File: src/rtl/err_loc_pkg.sv
package err_loc_pkg;

  localparam int NSRC    = 3;
  localparam int SRC_IFU = 0;
  localparam int SRC_LSU = 1;
  localparam int SRC_AXI = 2;

  localparam int REG_W  = 32;
  localparam int WAY_W  = 4;
  localparam int IDX_W  = 9;
  localparam int TA_W   = 20;
  localparam int KIND_W = 2;
  localparam int SIDE_W = 2;
  localparam int TYPE_W = 2;

  localparam int WAY_LSB  = 26;
  localparam int SIDE_LSB = 24;
  localparam int IDX_LSB  = 5;
  localparam int TA_LSB   = 3;
  localparam int TYPE_LSB = 0;

  typedef enum logic [KIND_W-1:0] {
    EK_PARITY = 2'b00,
    EK_SBE    = 2'b01,
    EK_MBE    = 2'b10,
    EK_RSVD   = 2'b11
  } ekind_e;

  typedef struct packed {
    logic              tcm;
    logic [KIND_W-1:0] kind;
    logic [SIDE_W-1:0] side;
    logic [WAY_W-1:0]  way;
    logic [IDX_W-1:0]  idx;
    logic [TA_W-1:0]   addr;
  } loc_t;

  // Access type code carried in the low field.
  function automatic logic [TYPE_W-1:0] src_type(input int src);
    case (src)
      SRC_IFU: return 2'b00;
      SRC_LSU: return 2'b01;
      default: return 2'b10;
    endcase
  endfunction

  // Arbitration order: rank 0 is the strongest.
  function automatic int prio_src(input int rank);
    case (rank)
      0:       return SRC_LSU;
      1:       return SRC_IFU;
      default: return SRC_AXI;
    endcase
  endfunction

  // Update rules on error kind, target and forced write-through.
  function automatic logic report_ok(input int src, input logic tcm,
                                     input logic [KIND_W-1:0] kind,
                                     input logic [SIDE_W-1:0] side,
                                     input logic wtf);
    logic ok;
    ok = 1'b0;
    if (kind != EK_RSVD) begin
      if (tcm) begin
        ok = (kind == EK_SBE) && ((side == 2'b01) || (side == 2'b10));
      end else begin
        case (src)
          SRC_IFU: ok = 1'b1;
          SRC_LSU: ok = (kind == EK_SBE) || wtf;
          default: ok = 1'b0;
        endcase
      end
    end
    return ok;
  endfunction

  function automatic logic [REG_W-1:0] pack_loc(input loc_t l,
                                                input logic [TYPE_W-1:0] typ);
    logic [REG_W-1:0] w;
    w = '0;
    if (l.tcm) begin
      w[SIDE_LSB +: SIDE_W] = l.side;
      w[TA_LSB +: TA_W]     = l.addr;
    end else begin
      w[WAY_LSB +: WAY_W]   = l.way;
      w[IDX_LSB +: IDX_W]   = l.idx;
    end
    w[TYPE_LSB +: TYPE_W] = typ;
    return w;
  endfunction

  // Defined bits of the layout chosen by the side code.
  function automatic logic [REG_W-1:0] layout_mask(input logic [SIDE_W-1:0] side);
    logic [REG_W-1:0] m;
    m = '0;
    m[SIDE_LSB +: SIDE_W] = '1;
    m[TYPE_LSB +: TYPE_W] = '1;
    if (side == 2'b00) begin
      m[WAY_LSB +: WAY_W] = '1;
      m[IDX_LSB +: IDX_W] = '1;
    end else begin
      m[TA_LSB +: TA_W]   = '1;
    end
    return m;
  endfunction

endpackage

File: src/rtl/err_loc_qual.sv
module err_loc_qual
  import err_loc_pkg::*;
#(
  parameter int SRC = SRC_IFU
) (
  input  logic             vld,
  input  logic             spec,
  input  logic             ext,
  input  logic             wtf,
  input  loc_t             loc,
  output logic             hit,
  output logic [REG_W-1:0] word
);

  logic rule_ok;

  assign rule_ok = report_ok(SRC, loc.tcm, loc.kind, loc.side, wtf);
  assign hit     = vld & ~spec & ~ext & rule_ok;
  assign word    = pack_loc(loc, src_type(SRC));

endmodule

File: src/rtl/err_loc_arb.sv
module err_loc_arb
  import err_loc_pkg::*;
#(
  parameter int N = NSRC
) (
  input  logic [N-1:0]            hit,
  input  logic [N-1:0][REG_W-1:0] words,
  output logic [N-1:0]            grant,
  output logic                    any,
  output logic [REG_W-1:0]        win
);

  always_comb begin
    grant = '0;
    for (int r = N - 1; r >= 0; r--) begin
      if (hit[prio_src(r)]) begin
        grant = '0;
        grant[prio_src(r)] = 1'b1;
      end
    end
    win = '0;
    for (int s = 0; s < N; s++) begin
      if (grant[s]) win = win | words[s];
    end
  end

  assign any = |hit;

endmodule

File: src/rtl/err_loc_store.sv
module err_loc_store
  import err_loc_pkg::*;
(
  input  logic             clk,
  input  logic             rst,
  input  logic             hw_any,
  input  logic [REG_W-1:0] hw_word,
  input  logic             sw_en,
  input  logic             sw_we,
  input  logic             sw_priv,
  input  logic [REG_W-1:0] sw_wdata,
  output logic [REG_W-1:0] value,
  output logic             upd_pulse,
  output logic             sw_wr_ok,
  output logic             sw_illegal,
  output logic [REG_W-1:0] sw_rdata
);

  logic [REG_W-1:0] sw_masked;

  assign sw_wr_ok   = sw_en & sw_we & sw_priv;
  assign sw_illegal = sw_en & ~sw_priv;
  assign sw_masked  = sw_wdata & layout_mask(sw_wdata[SIDE_LSB +: SIDE_W]);
  assign sw_rdata   = (sw_en & sw_priv) ? value : '0;

  always_ff @(posedge clk) begin
    if (rst) begin
      value     <= '0;
      upd_pulse <= 1'b0;
    end else begin
      upd_pulse <= hw_any;
      if (hw_any) begin
        value <= hw_word;
      end else if (sw_wr_ok) begin
        value <= sw_masked;
      end
    end
  end

endmodule

File: src/rtl/err_loc_capture.sv
module err_loc_capture
  import err_loc_pkg::*;
(
  input  logic                     clk,
  input  logic                     rst,
  input  logic                     wt_force,
  input  logic [NSRC-1:0]          rpt_vld,
  input  logic [NSRC-1:0]          rpt_spec,
  input  logic [NSRC-1:0]          rpt_ext,
  input  logic [NSRC-1:0]          rpt_tcm,
  input  logic [NSRC*KIND_W-1:0]   rpt_kind,
  input  logic [NSRC*SIDE_W-1:0]   rpt_side,
  input  logic [NSRC*WAY_W-1:0]    rpt_way,
  input  logic [NSRC*IDX_W-1:0]    rpt_idx,
  input  logic [NSRC*TA_W-1:0]     rpt_addr,
  input  logic                     sw_en,
  input  logic                     sw_we,
  input  logic                     sw_priv,
  input  logic [REG_W-1:0]         sw_wdata,
  output logic [REG_W-1:0]         sw_rdata,
  output logic                     sw_illegal,
  output logic                     upd_pulse
);

  // Named internal events, visible to the bound checker.
  logic [NSRC-1:0]            src_hit;
  logic [NSRC-1:0][REG_W-1:0] src_word;
  logic [NSRC-1:0]            grant;
  logic                       any_hit;
  logic [REG_W-1:0]           win_word;
  logic [REG_W-1:0]           value;
  logic                       sw_wr_ok;

  for (genvar s = 0; s < NSRC; s++) begin : g_src
    loc_t loc;
    assign loc.tcm  = rpt_tcm[s];
    assign loc.kind = rpt_kind[s*KIND_W +: KIND_W];
    assign loc.side = rpt_side[s*SIDE_W +: SIDE_W];
    assign loc.way  = rpt_way[s*WAY_W +: WAY_W];
    assign loc.idx  = rpt_idx[s*IDX_W +: IDX_W];
    assign loc.addr = rpt_addr[s*TA_W +: TA_W];

    err_loc_qual #(.SRC(s)) u_qual (
      .vld  (rpt_vld[s]),
      .spec (rpt_spec[s]),
      .ext  (rpt_ext[s]),
      .wtf  (wt_force),
      .loc  (loc),
      .hit  (src_hit[s]),
      .word (src_word[s])
    );
  end

  err_loc_arb #(.N(NSRC)) u_arb (
    .hit   (src_hit),
    .words (src_word),
    .grant (grant),
    .any   (any_hit),
    .win   (win_word)
  );

  err_loc_store u_store (
    .clk        (clk),
    .rst        (rst),
    .hw_any     (any_hit),
    .hw_word    (win_word),
    .sw_en      (sw_en),
    .sw_we      (sw_we),
    .sw_priv    (sw_priv),
    .sw_wdata   (sw_wdata),
    .value      (value),
    .upd_pulse  (upd_pulse),
    .sw_wr_ok   (sw_wr_ok),
    .sw_illegal (sw_illegal),
    .sw_rdata   (sw_rdata)
  );

endmodule

File: config.mk
export PLATFORM = sky130hd
export DESIGN_NAME = err_loc_capture
export DESIGN_NICKNAME = d
export VERILOG_FILES = /design/src/rtl/err_loc_pkg.sv /design/src/rtl/err_loc_qual.sv /design/src/rtl/err_loc_arb.sv /design/src/rtl/err_loc_store.sv /design/src/rtl/err_loc_capture.sv
export SDC_FILE = /design/constraint.sdc
export NUM_CORES = 1
export LEC_CHECK = 0
export BUFFER_PORTS_ARGS = -buffer_cell sky130_fd_sc_hd__buf_2
export CELL_PAD_IN_SITES_DETAIL_PLACEMENT = 1
export CELL_PAD_IN_SITES_GLOBAL_PLACEMENT = 1
export CORE_MARGIN = 8
export CORE_UTILIZATION = 28
export DETAILED_ROUTE_END_ITERATION = 7
export GPL_TIMING_DRIVEN = 0
export MAX_ROUTING_LAYER = met4
export PLACE_DENSITY_LB_ADDON = 0.1
export SYNTH_ARGS = -nofsm -noshare
export SYNTH_HDL_FRONTEND = slang
export SYNTH_SLANG_ARGS = --single-unit
export TNS_END_PERCENT = 1
File: constraint.sdc
create_clock -name clk -period 2.03 [get_ports clk]
set_clock_uncertainty 0.05 [all_clocks]
set_input_delay 0.1015 -clock clk [delete_from_list [all_inputs] [get_ports clk]]
set_output_delay 0.1015 -clock clk [all_outputs]
set_load 0.01 [all_outputs]
Yosys cells after proc, flatten, opt, wreduce, memory -nomap -nowiden
Index checks and enable logic that the tools add are counted.
{"block": "word_totals", "reg_bits": 33, "in_bits": 161, "output_inout_bits": 34, "elab_cells": 98}
{"block": "classes", "order_cmp": 6, "eq_ne": 12, "muxes": 42, "n_bitwise": 23, "n_reduce_logical": 13}
{"cell": "two-way mux 32 bit", "n": 8}
{"cell": ">= comparator 32 x 1 -> 1 bit (second input constant)", "n": 3}
{"cell": "less-than comparator 32 x 4 -> 1 bit (second input constant)", "n": 3}
{"cell": "OR 32 x 30 -> 32 bit", "n": 2}
{"cell": "two-way mux 9 bit", "n": 7}
{"cell": "AND 32 x 30 -> 32 bit", "n": 1}
{"cell": "two-way mux 30 bit", "n": 1}
{"cell": "two-way mux 4 bit", "n": 4}
{"cell": "two-way mux 2 bit", "n": 7}
{"cell": "AND 1 bit", "n": 13}
{"cell": "equality test 2 x 1 -> 1 bit (second input constant)", "n": 6}
{"cell": "two-way mux 1 bit", "n": 9}
{"cell": "two-way mux 3 bit", "n": 3}
{"cell": "NOT 1 bit", "n": 7}
{"cell": "demux 1 bit (select 2 bit)", "n": 3}
{"cell": "equality test 2 bit (second input constant)", "n": 3}
{"cell": "logical AND 1 bit", "n": 6}
{"cell": "!= test 2 bit (second input constant)", "n": 3}
{"cell": "logical OR 1 bit", "n": 4}
{"cell": "OR reduction 3 bit", "n": 1}
{"cell": "zero test 2 bit", "n": 1}
{"cell": "nonzero test 2 bit", "n": 1}

Longest topological paths before layout
Gate-level depths: netlist of the first run.
{"block": "depth", "depth_word": 20, "depth_mapped": 8, "mapped_depth_nobuf": 5}

Modules after synthesis
From an unflattened synthesis of the first run, not the netlist that was laid out.
{"block": "unflattened", "hier_cells": 477, "area_unflattened_um2": 4050.1}
{"mod": "err_loc_store", "instances": 1, "cells_per_inst": 205, "area_each_um2": 1863.0, "seq_area_each_um2": 660.6}
{"mod": "err_loc_arb", "instances": 1, "cells_per_inst": 150, "area_each_um2": 1199.9, "seq_area_each_um2": 0.0}
{"mod": "err_loc_qual (g_src[2].u_qual)", "instances": 1, "cells_per_inst": 40, "area_each_um2": 335.3, "seq_area_each_um2": 0.0}
{"mod": "err_loc_qual (g_src[1].u_qual)", "instances": 1, "cells_per_inst": 42, "area_each_um2": 327.8, "seq_area_each_um2": 0.0}
{"mod": "err_loc_qual (g_src[0].u_qual)", "instances": 1, "cells_per_inst": 40, "area_each_um2": 324.1, "seq_area_each_um2": 0.0}

Least setup slack after synthesis of the first run
No wires, ideal clock.
{"block": "synth_path", "path_kind": "input-to-reg", "from": "in rpt_spec[2]", "to": "reg u_store.value[11]", "setup_time_ns": 0.133, "arrival_ns": 1.463, "required_time_ns": 1.847, "setup_slack_ns": 0.384, "cell_stages": 6, "cell_sequence": "or4b_4 nor3_4 buf_6 nand3_1 a222oi_1 a311oi_1"}
{"block": "synth_via", "elab_chain_len": 13, "word_cells_on_any_way": 15, "cone_classes": "mux (7); bitwise (6); reduce/logical (2)"}
{"item": "start: declaration", "line_no": "err_loc_capture.sv:8", "rtl": "input logic [NSRC-1:0] rpt_spec,"}
{"item": "NOT 1 bit (*)", "line_no": "err_loc_qual.sv:18", "rtl": "assign hit = vld & ~spec & ~ext & rule_ok;"}
{"item": "AND 1 bit (*) (3 in series)", "line_no": "err_loc_qual.sv:18"}
{"item": "two-way mux 3 bit (3 in series)", "line_no": "err_loc_arb.sv:16", "rtl": "if (hit[prio_src(r)]) begin"}
{"item": "two-way mux 30 bit", "line_no": "err_loc_arb.sv:23", "rtl": "if (grant[s]) win = win | words[s];"}
{"item": "OR 32 x 30 -> 32 bit", "line_no": "err_loc_arb.sv:23"}
{"item": "two-way mux 32 bit", "line_no": "err_loc_arb.sv:23"}
{"item": "OR 32 x 30 -> 32 bit", "line_no": "err_loc_arb.sv:23"}
{"item": "two-way mux 32 bit", "line_no": "err_loc_arb.sv:23"}
{"item": "two-way mux 32 bit", "line_no": "err_loc_store.sv:32", "rtl": "if (hw_any) begin"}
{"item": "end signal: assignment", "line_no": "err_loc_store.sv:33", "rtl": "value <= hw_word;"}
{"item": "end signal: assignment", "line_no": "err_loc_store.sv:35", "rtl": "value <= sw_masked;"}
{"item": "end: declaration", "line_no": "err_loc_store.sv:12", "rtl": "output logic [REG_W-1:0] value,"}
Every way passes the cells marked *; elsewhere a longest branch is shown, timed or not.
A chain may end at the register's enable or synchronous reset.

Worst setup path after layout of the first run
{"block": "layout_path", "from": "in rpt_kind[2]", "to": "reg u_store.value[26]"}
{"block": "layout_via", "elab_chain_len": 12, "word_cells_on_any_way": 16, "cone_classes": "eq/ne (2); mux (7); bitwise (3); reduce/logical (4)"}
{"item": "start: declaration", "line_no": "err_loc_capture.sv:11", "rtl": "input logic [NSRC*KIND_W-1:0] rpt_kind,"}
{"item": "equality test 2 x 1 -> 1 bit", "line_no": "err_loc_pkg.sv:65, err_loc_pkg.sv:69"}
{"item": "logical OR 1 bit / logical AND 1 bit (equally long branches)", "line_no": "err_loc_pkg.sv:69, err_loc_pkg.sv:65"}
{"item": "two-way mux 1 bit", "line_no": "err_loc_pkg.sv:64", "rtl": "if (tcm) begin"}
{"item": "two-way mux 1 bit (*)", "line_no": "err_loc_pkg.sv:63", "rtl": "if (kind != EK_RSVD) begin"}
{"item": "AND 1 bit (*)", "line_no": "err_loc_qual.sv:18"}
{"item": "two-way mux 3 bit", "line_no": "err_loc_arb.sv:16"}
{"item": "two-way mux 30 bit", "line_no": "err_loc_arb.sv:23"}
{"item": "OR 32 x 30 -> 32 bit", "line_no": "err_loc_arb.sv:23"}
{"item": "two-way mux 32 bit", "line_no": "err_loc_arb.sv:23"}
{"item": "OR 32 x 30 -> 32 bit", "line_no": "err_loc_arb.sv:23"}
{"item": "two-way mux 32 bit", "line_no": "err_loc_arb.sv:23"}
{"item": "two-way mux 32 bit", "line_no": "err_loc_store.sv:32"}
Marked as above.

==> flow_metrics.tcl, run 1 <==
set metrics [dict create \
    drt_first_pass_iters 4 \
    core_region_area_um2 9196 \
    synth_area_leader_cell "dfxtp_1" \
    clkSlewWorstSetupHoldPaths_ps 70 \
    fin_crit_sh 0.9517 \
    hold_viol 0 \
    dpl_worst_slack_ps -125.5 \
    total_leakage_power_uw 0.001953 \
    num_rows 35 \
    port_buffers 178 \
    fin_nets 649 \
    fin_crit_ps 1932 \
    timing_worst_slew_pin_value_ps 900.3 \
    die-area_um2 12830 \
    hp-class "input port to flip-flop" \
    post_route_cells_drive_above_1_share 0.5092 \
    grt_max_degree 11 \
    postSynth.asyncResetShare 0 \
    netlist_top_cells_area "dfxtp_1, a221oi_2, and3_1" \
    pwr_density_cell_nw_per_um2 467.9 \
    cp_max_fo 10 \
    ys.flop_type "dfxtp_1" \
    total_routing_usage_gr 0.1847 \
    detailroute.via_count 3115 \
    max_freq_ghz 0.5176 \
    ctsRootBufferMaster "clkbuf_8" \
    gp_congestion 0.7892 \
    post_cts.repair.setup_buffers 0 \
    route.final.wire_length_mm 11.83 \
    startpoint_type "input port" \
    hold_path_startpoint "rpt_way[6]" \
    tritoncts "built" \
    yosys_warnings 0 \
    antenna_found_initial 1 \
    initial_core_utilization 0.2880 \
    cts_resized 0 \
    finalSetupViolCount 0 \
    yosys_register_bits 29 \
    ir_worst_vdd_v 0.0002850 \
    detailed_placer_s_ending_hpwl_mm 9.998 \
    netlist.area_leader.share 0.2192 \
    hold_bufs_at_cts 0 \
    pin_count 195 \
    drt_first_iter_violations 109 \
    timing.final.max_slew_violations 0 \
    fillerInstances 1185 \
    post_synth_instance_area_um2 2649 \
    syn-mean-instance-area_um2 8.829 \
    worst_slew_margin_rel 0.3952 \
    synth.yosys.seq_area_share 0.2192 \
    synth_cells 300 \
    synth.lib_cells_used.distinct 51 \
    end_kind "flip-flop" \
    worstRegToRegCells 3 \
    fin_setup_tns_ps 0 \
    clock_sinks 29 \
    run_status "complete, no violations" \
    avgRoutedWirePerCell_um 19.68 \
    worstSetupPathType "input port to flip-flop" \
    overflow 0 \
    timing.critical_path.arrival_ps 2070 \
    worstReg2RegStart "u_store.value[5]" \
    timing.reg2reg.setup_slack_ps 1080 \
    cts_made_buffers 5 \
    worstHoldPathCells 3 \
    clock_path_buffers 2 \
    post_route_drc_violation_count 0 \
    cts.htree.levels 2 \
    die-height_um 113.3 \
    die_outline_width_um 113.3 \
    most_frequent_standard_cell_in_the_layout_excluding_fill_and_tap_cells "buf_2" \
    area_growth_pct 43.79 \
    cap_viol_max_count 0 \
    fin_util 0.4142 \
    number_of_enable_flip_flop_cells_after_synthesis 0 \
    critPathRequiredTime_ps 2170 \
    rsz0062_at_grt "no" \
    grt_first_pass_wirelength_mm 18.51 \
    via_per_inst 5.183 \
    worstSkewPairLatency_ps 270 \
    reg2reg_to "u_store.value[5]" \
    commonest_non_fill_non_tap_cells_in_the_layout "buf_2, and3_1, nand2_1, dfxtp_1, a21oi_1" \
    antenna_left 0 \
    final_critical_path_setup_slack_ps 97.96 \
    number_of_global_route_vias_before_repair 3681 \
    min_delay_worst_endpoint "u_store.value[28]" \
]
-- final cells by class --
class,count,area (µm²),area share
Buffer,35,247.7,0.06505
Timing Repair Buffer,178,890.9,0.2339
Clock inverter,1,30.03,0.007884
Inverter,2,7.507,0.001971
Sequential cell,29,580.6,0.1524
Clock buffer,7,86.33,0.02267
Antenna cell,1,2.502,0.0006570
Tap cell,111,138.9,0.03647
Multi-Input combinational cell,237,1824,0.4790
-- worst max-delay path by stage --
| stage | startpoint | to | slack, ps | depth (start not counted) |
|---|---|---|---|---|
| after CTS | rpt_kind[2] | u_store.value[26] | 160 | 7 |
| after detailed placement | rpt_kind[2] | u_store.value[26] | -130 | 7 |
| after global routing | rpt_kind[2] | u_store.value[27] | 20 | 7 |
| final | rpt_kind[2] | u_store.value[26] | 100 | 7 |
| after global placement | rpt_kind[2] | u_store.value[27] | -100 | 7 |
| after floorplan | rpt_spec[2] | u_store.value[11] | 380 | 6 |
-- metrics by stage --
step / area (µm²) / hold slack, ps / power [µW] / instances
2_1_floorplan: 2660 / 187.5 / 920.8 / 303
3_3_place_gp: 3690 / 306.6 / 1157 / 592
3_5_place_dp: 3690 / 307.1 / 1170 / 592
4_1_cts: 3806 / 10.10 / 1802 / 600
5_1_grt: 3809 / 23.53 / 1882 / 601
6_report: 3809 / 14.83 / 1782 / 601
-- critical path, stage by stage --
cell	delay (ps)
buf_2	110
nor2b_1	170
o221a_4	310
buf_8	140
nor3_1	720
a221oi_1	220
a311oi_2	280
-- cells by family after synthesis --
| kind of cell | synth area share |
|---|---|
| AO/OA/AOI/OAI | 0.3212 |
| XOR/XNOR | 0.01323 |
| buffers and inverters | 0.09635 |
| flip-flops | 0.2192 |
| multiplexers | 0.08455 |
| other | 0.001416 |
| AND/OR/NAND/NOR | 0.2641 |
-- routing by layer --
metal,vias to the layer above,track usage,part of all wire
met2,116,0.3278,0.51
li1,1529,-,-
met4,0,0.03197,0.0064
met1,1466,0.2164,0.44
met5,-,-,0
met3,4,0.03035,0.048
-- cells in the mapped netlist (all sizes together), types with 2 or more instances --
master    n
a211oi    2
dfxtp    29
a222oi    3
inv       2
mux2i    22
clkbuf   13
and3     40
a22o      4
nor3      6
and2      3
o21a      3
a21oi    27
buf      21
a311oi    5
a2bb2oi   2
xnor2     2
nor2b     4
a221oi   27
o211ai    3
o32ai     4
nand3    14
nand2b    5
nor3b     4
nor2      4
a22oi     6
nand2    31
xor2      2
nand4     2
-- power breakdown --
part / leakage (µW) / switching, µW / total (µW) / internal, µW
registers: 0.000237 / 18.2 / 627 / 609
logic: 0.00166 / 268 / 526 / 258
clock network: 0.0000585 / 229 / 629 / 400
-- flip-flops by register name, summed over array words and instances, names as in the netlist --
name	cells
u_store.upd_pulse	1
u_store.value	28
(Power assumes the default switching activity.)
==> inputs of run 2 (changes only) <==
- CORE_UTILIZATION: 28 -> 34
- SYNTH_HIERARCHICAL: default -> 1
==> flow_metrics.tcl, run 2 <==
set metrics [dict create \
    avgRoutedWirePerCell_um 19.10 \
    timing.final.max_slew_violations 0 \
    most_frequent_standard_cell_in_the_layout_excluding_fill_and_tap_cells "buf_2" \
    commonest_non_fill_non_tap_cells_in_the_layout "buf_2, a21oi_2, nor2b_1, and2_1, dfxtp_1" \
    clkSlewWorstSetupHoldPaths_ps 50 \
    timing_worst_slew_pin_value_ps 583.7 \
    pin_count 195 \
    clock_sinks 33 \
    cts_made_buffers 5 \
    crit_chain "buf_8, or3b_4, a221oi_4, buf_6, or3_1, buf_6, o21ba_4, buf_8, a221oi_2, nor3_1" \
    syn-mean-instance-area_um2 8.489 \
    drt_first_iter_violations 141 \
    via_per_inst 4.992 \
    timing.reg2reg.setup_slack_ps 1240 \
    place_area_um2 5239 \
    port_buffers 184 \
    fin_crit_ps 1989 \
    number_of_global_route_vias_before_repair 4767 \
    register_with_the_most_flip_flops "u_store/value" \
    post_route_cells_drive_above_1_share 0.5656 \
    die-height_um 124.8 \
    worstSetupPathType "input port to flip-flop" \
    cts.htree.levels 2 \
    top_flop_regs "u_store/value (32), u_store/upd_pulse (1)" \
    end_kind "flip-flop" \
    detailroute.via_count 4138 \
    overflow 0 \
    ir_worst_vdd_v 0.0003230 \
    cp_slowest_stage_delay_ps 390 \
    total_routing_usage_gr 0.2034 \
    hold_viol 0 \
    die-area_um2 15570 \
    timing.critical_path.slowest_stage_cell "or3b_4" \
    detailed_placer_s_ending_hpwl_mm 13.19 \
    cp_top_family "compound AO/OA/AOI/OAI gates" \
    cp_max_fo 10 \
    final_design_area_no_fill_um2 5515 \
    critPathBufInv 4 \
    core_region_area_um2 11470 \
    startpoint_type "input port" \
    clock_path_buffers 2 \
    rsz0062_at_grt "yes" \
    hp-class "input port to flip-flop" \
    pwr_density_cell_nw_per_um2 430.8 \
    post_synth_instance_area_um2 4024 \
    finalSetupViolCount 0 \
    num_rows 39 \
    run_status "complete, no violations" \
    antenna_found_initial 0 \
    total_leakage_power_uw 0.002550 \
    fin_nets 846 \
    tritoncts "built" \
    antenna_left 0 \
    timing.critical_path.arrival_ps 2080 \
    yosys_warnings 6 \
    worst_slew_margin_rel 0.6109 \
    fin_crit_sh 0.9797 \
    worstSkewPairLatency_ps 280 \
    grt_max_degree 11 \
    gp_congestion 0.8244 \
    initial_core_utilization 0.3509 \
    max_freq_ghz 0.5028 \
    drt_first_pass_iters 4 \
    critPathRequiredTime_ps 2120 \
    area_growth_pct 37.06 \
    die_outline_width_um 124.8 \
    largest_register_ffs 32 \
    fin_setup_tns_ps 0 \
    hold_bufs_at_cts 0 \
    post_route_drc_violation_count 0 \
    grt_first_pass_wirelength_mm 25.08 \
    ctsRootBufferMaster "clkbuf_16" \
    antenna_diode_instance_count 0 \
    route.final.wire_length_mm 15.83 \
    synth_cells 474 \
    cap_viol_max_count 0 \
]
[run 2: worst register-to-register path, delay by kind of cell (launching register included)]
| kind | cells | cell delay (ps) |
|---|---|---|
| DFF | 1 | 360 |
| and+or+nand+nor | 2 | 300 |
[run 2: report_power, final]
part	switching (µW)	internal (µW)
combinational	382	392
sequential	20.5	695
clock	274	613
total	676	1700
[run 2: cell type report]
cell class	instances	area (µm²)
Timing Repair Buffer	191	973.4
Sequential cell	33	660.6
Clock inverter	1	30.03
Multi-Input combinational cell	374	2913
Clock buffer	7	142.6
Fill cell	1430	5952
Buffer	68	570.5
Tap cell	143	178.9
Inverter	12	46.29
[run 2: layer usage]
layer / wire length (µm) / track usage / vias to the layer above
li1: - / - / 2045
met1: 6908 / 0.2332 / 1935
met2: 7876 / 0.3526 / 145
met3: 817 / 0.04511 / 13
met4: 230 / 0.04678 / 0
met5: 0 / - / -
[run 2: metrics by stage]
step	std cells	hold WS [ps]	power, µW	setup slack (ps)	utilization
after floorplan	487	211.9	1199	-57.74	-
after global placement	814	352.0	1465	-356.0	0.4568
after detailed placement	814	369.2	1482	-368.4	0.4568
after CTS	822	79.74	2385	-35.56	0.4738
after global routing	829	94.38	2506	-22.47	0.4810
final	829	98.62	2376	41.24	0.4810
[run 2: timing repair]
action	CTS	global route
resized for setup	3	6
endpoints found under the setup margin	17	30
pin swaps	0	1
buffers inserted	0	7
[run 2: worst paths after layout]
check                    start                end  cells past startpoint
max                 rpt_tcm[1]  u_store/value[21]                     10
min                sw_wdata[3]   u_store/value[3]                      3
max reg2reg  u_store/value[24]  u_store/value[24]                      2
min reg2reg  u_store/value[10]  u_store/value[10]                      2
==> inputs of run 3 (changes only) <==
- RECOVER_POWER: default -> 50
==> flow_metrics.tcl, run 3 (synthesized netlist as in run 2, its figures left out) <==
set metrics [dict create \
    grt_max_degree 11 \
    route.final.wire_length_mm 15.84 \
    post_route_drc_violation_count 0 \
    largest_register_ffs 32 \
    worst_slew_margin_rel 0.6093 \
    total_power_uw 2369 \
    dpl_worst_slack_ps -368.4 \
    total_leakage_power_uw 0.002424 \
    core_region_area_um2 11470 \
    max_freq_ghz 0.5047 \
    port_buffers 184 \
    antenna_found_initial 0 \
    detailed_placer_s_ending_hpwl_mm 13.19 \
    run_status "complete, no violations" \
    timing_worst_slew_pin_value_ps 586.0 \
    register_with_the_most_flip_flops "u_store/value" \
    hp-class "input port to flip-flop" \
    final_critical_path_setup_slack_ps 48.60 \
    critPathRequiredTime_ps 2120 \
    antenna_left 0 \
    final_design_area_no_fill_um2 5470 \
    clkSlewWorstSetupHoldPaths_ps 50 \
    timing.final.max_slew_violations 0 \
    worstSetupPathType "input port to flip-flop" \
    place_area_um2 5239 \
    cp_max_fo 10 \
    cts_made_buffers 5 \
    drt_first_pass_iters 4 \
    pwr_density_cell_nw_per_um2 433.1 \
    hold_viol 0 \
    startpoint_type "input port" \
    area_growth_pct 35.95 \
    detailroute.via_count 4139 \
    die-area_um2 15570 \
    tritoncts "built" \
    gp_congestion 0.8244 \
    initial_core_utilization 0.3509 \
    finalSetupViolCount 0 \
    met2RoutedLength_mm 7.801 \
    die_outline_width_um 124.8 \
    number_of_global_route_vias_before_repair 4767 \
    die-height_um 124.8 \
    overflow 0 \
    end_kind "flip-flop" \
    clock_path_buffers 2 \
    ctsRootBufferMaster "clkbuf_16" \
    total_routing_usage_gr 0.2034 \
    timing.critical_path.arrival_ps 2070 \
    maxUsedRoutingLayer "met4" \
    fin_crit_ps 1981 \
    clock_sinks 33 \
    grt_first_pass_wirelength_mm 25.08 \
    commonest_non_fill_non_tap_cells_in_the_layout "buf_2, a21oi_2, nor2b_1, clkbuf_1, and2_1" \
    via_per_inst 4.993 \
    drt_first_iter_violations 149 \
    avgRoutedWirePerCell_um 19.11 \
    antenna_diode_instance_count 0 \
    routed-wl-met3_um 799 \
    top_flop_regs "u_store/value (32), u_store/upd_pulse (1)" \
    ir_worst_vdd_v 0.0003195 \
    worstSkewPairLatency_ps 280 \
    fin_crit_sh 0.9761 \
    post_route_cells_drive_above_1_share 0.5233 \
    most_frequent_standard_cell_in_the_layout_excluding_fill_and_tap_cells "buf_2" \
    rsz0062_at_grt "yes" \
    fin_nets 846 \
    hold_bufs_at_cts 0 \
    cts.htree.levels 2 \
    routedLengthMet1_mm 6.990 \
    num_rows 39 \
    pin_count 195 \
    fin_util 0.4770 \
    cap_viol_max_count 0 \
]
run 3: changes by cell type in the layout (fill, tap and decap cells not counted), sizes merged:
cell,before,now
buf,244,215
clkbuf,20,49
run 3: layout make-up:
type | count | area, µm²
clock inverters | 1 | 30.03
flip-flops and latches | 33 | 660.6
plain buffers | 68 | 559.3
repair buffers | 191 | 939.7
clock buffers | 7 | 142.6
fillers | 1447 | 5997
inverters | 12 | 46.29
well taps | 143 | 178.9
multi-input cells | 374 | 2913
run 3: path summary, 6_finish.rpt:
path	from	end	slack, ps	depth (start not counted)
setup / recovery	rpt_tcm[1]	u_store/value[21]	50	10
setup reg to reg	u_store/value[24]	u_store/value[24]	1240	2
hold reg to reg	u_store/value[10]	u_store/value[10]	420	2
hold / removal	sw_wdata[3]	u_store/value[3]	100	3
run 3: timing repair:
action                                  4_1_cts  5_1_grt
hold endpoints to repair                      0        0
endpoints found under the setup margin       17       30
gates resized for setup                       3        6
pin swaps                                     0        1
buffers inserted                              0        7
run 3: per-layer routing:
metal / track usage / vias to the layer above
li1: - / 2049
met1: 0.2332 / 1931
met2: 0.3526 / 144
met3: 0.04511 / 15
met4: 0.04678 / 0
met5: - / -
run 3: critical path, stage by stage:
cell      delay (ps)
buf_8            120
or3b_4           390
a221oi_4         350
buf_6            160
or3_1            120
buf_6            150
o21ba_4          170
buf_8            150
a221oi_2         260
nor3_1            80
run 3: through the flow:
step	instances	TNS (ps)	hold WS, ps
finish	829	0	101.0
global placement	814	-9153	352.0
global route	829	-118.8	94.38
CTS	822	-105.9	79.74
detailed placement	814	-9675	369.2
floorplan	487	-398.0	211.9
run 3: power breakdown:
group	switching, µW	internal [µW]	leakage (µW)
Clock	272	613	0.0000841
Combinational	383	386	0.00207
Sequential	20.4	695	0.000270
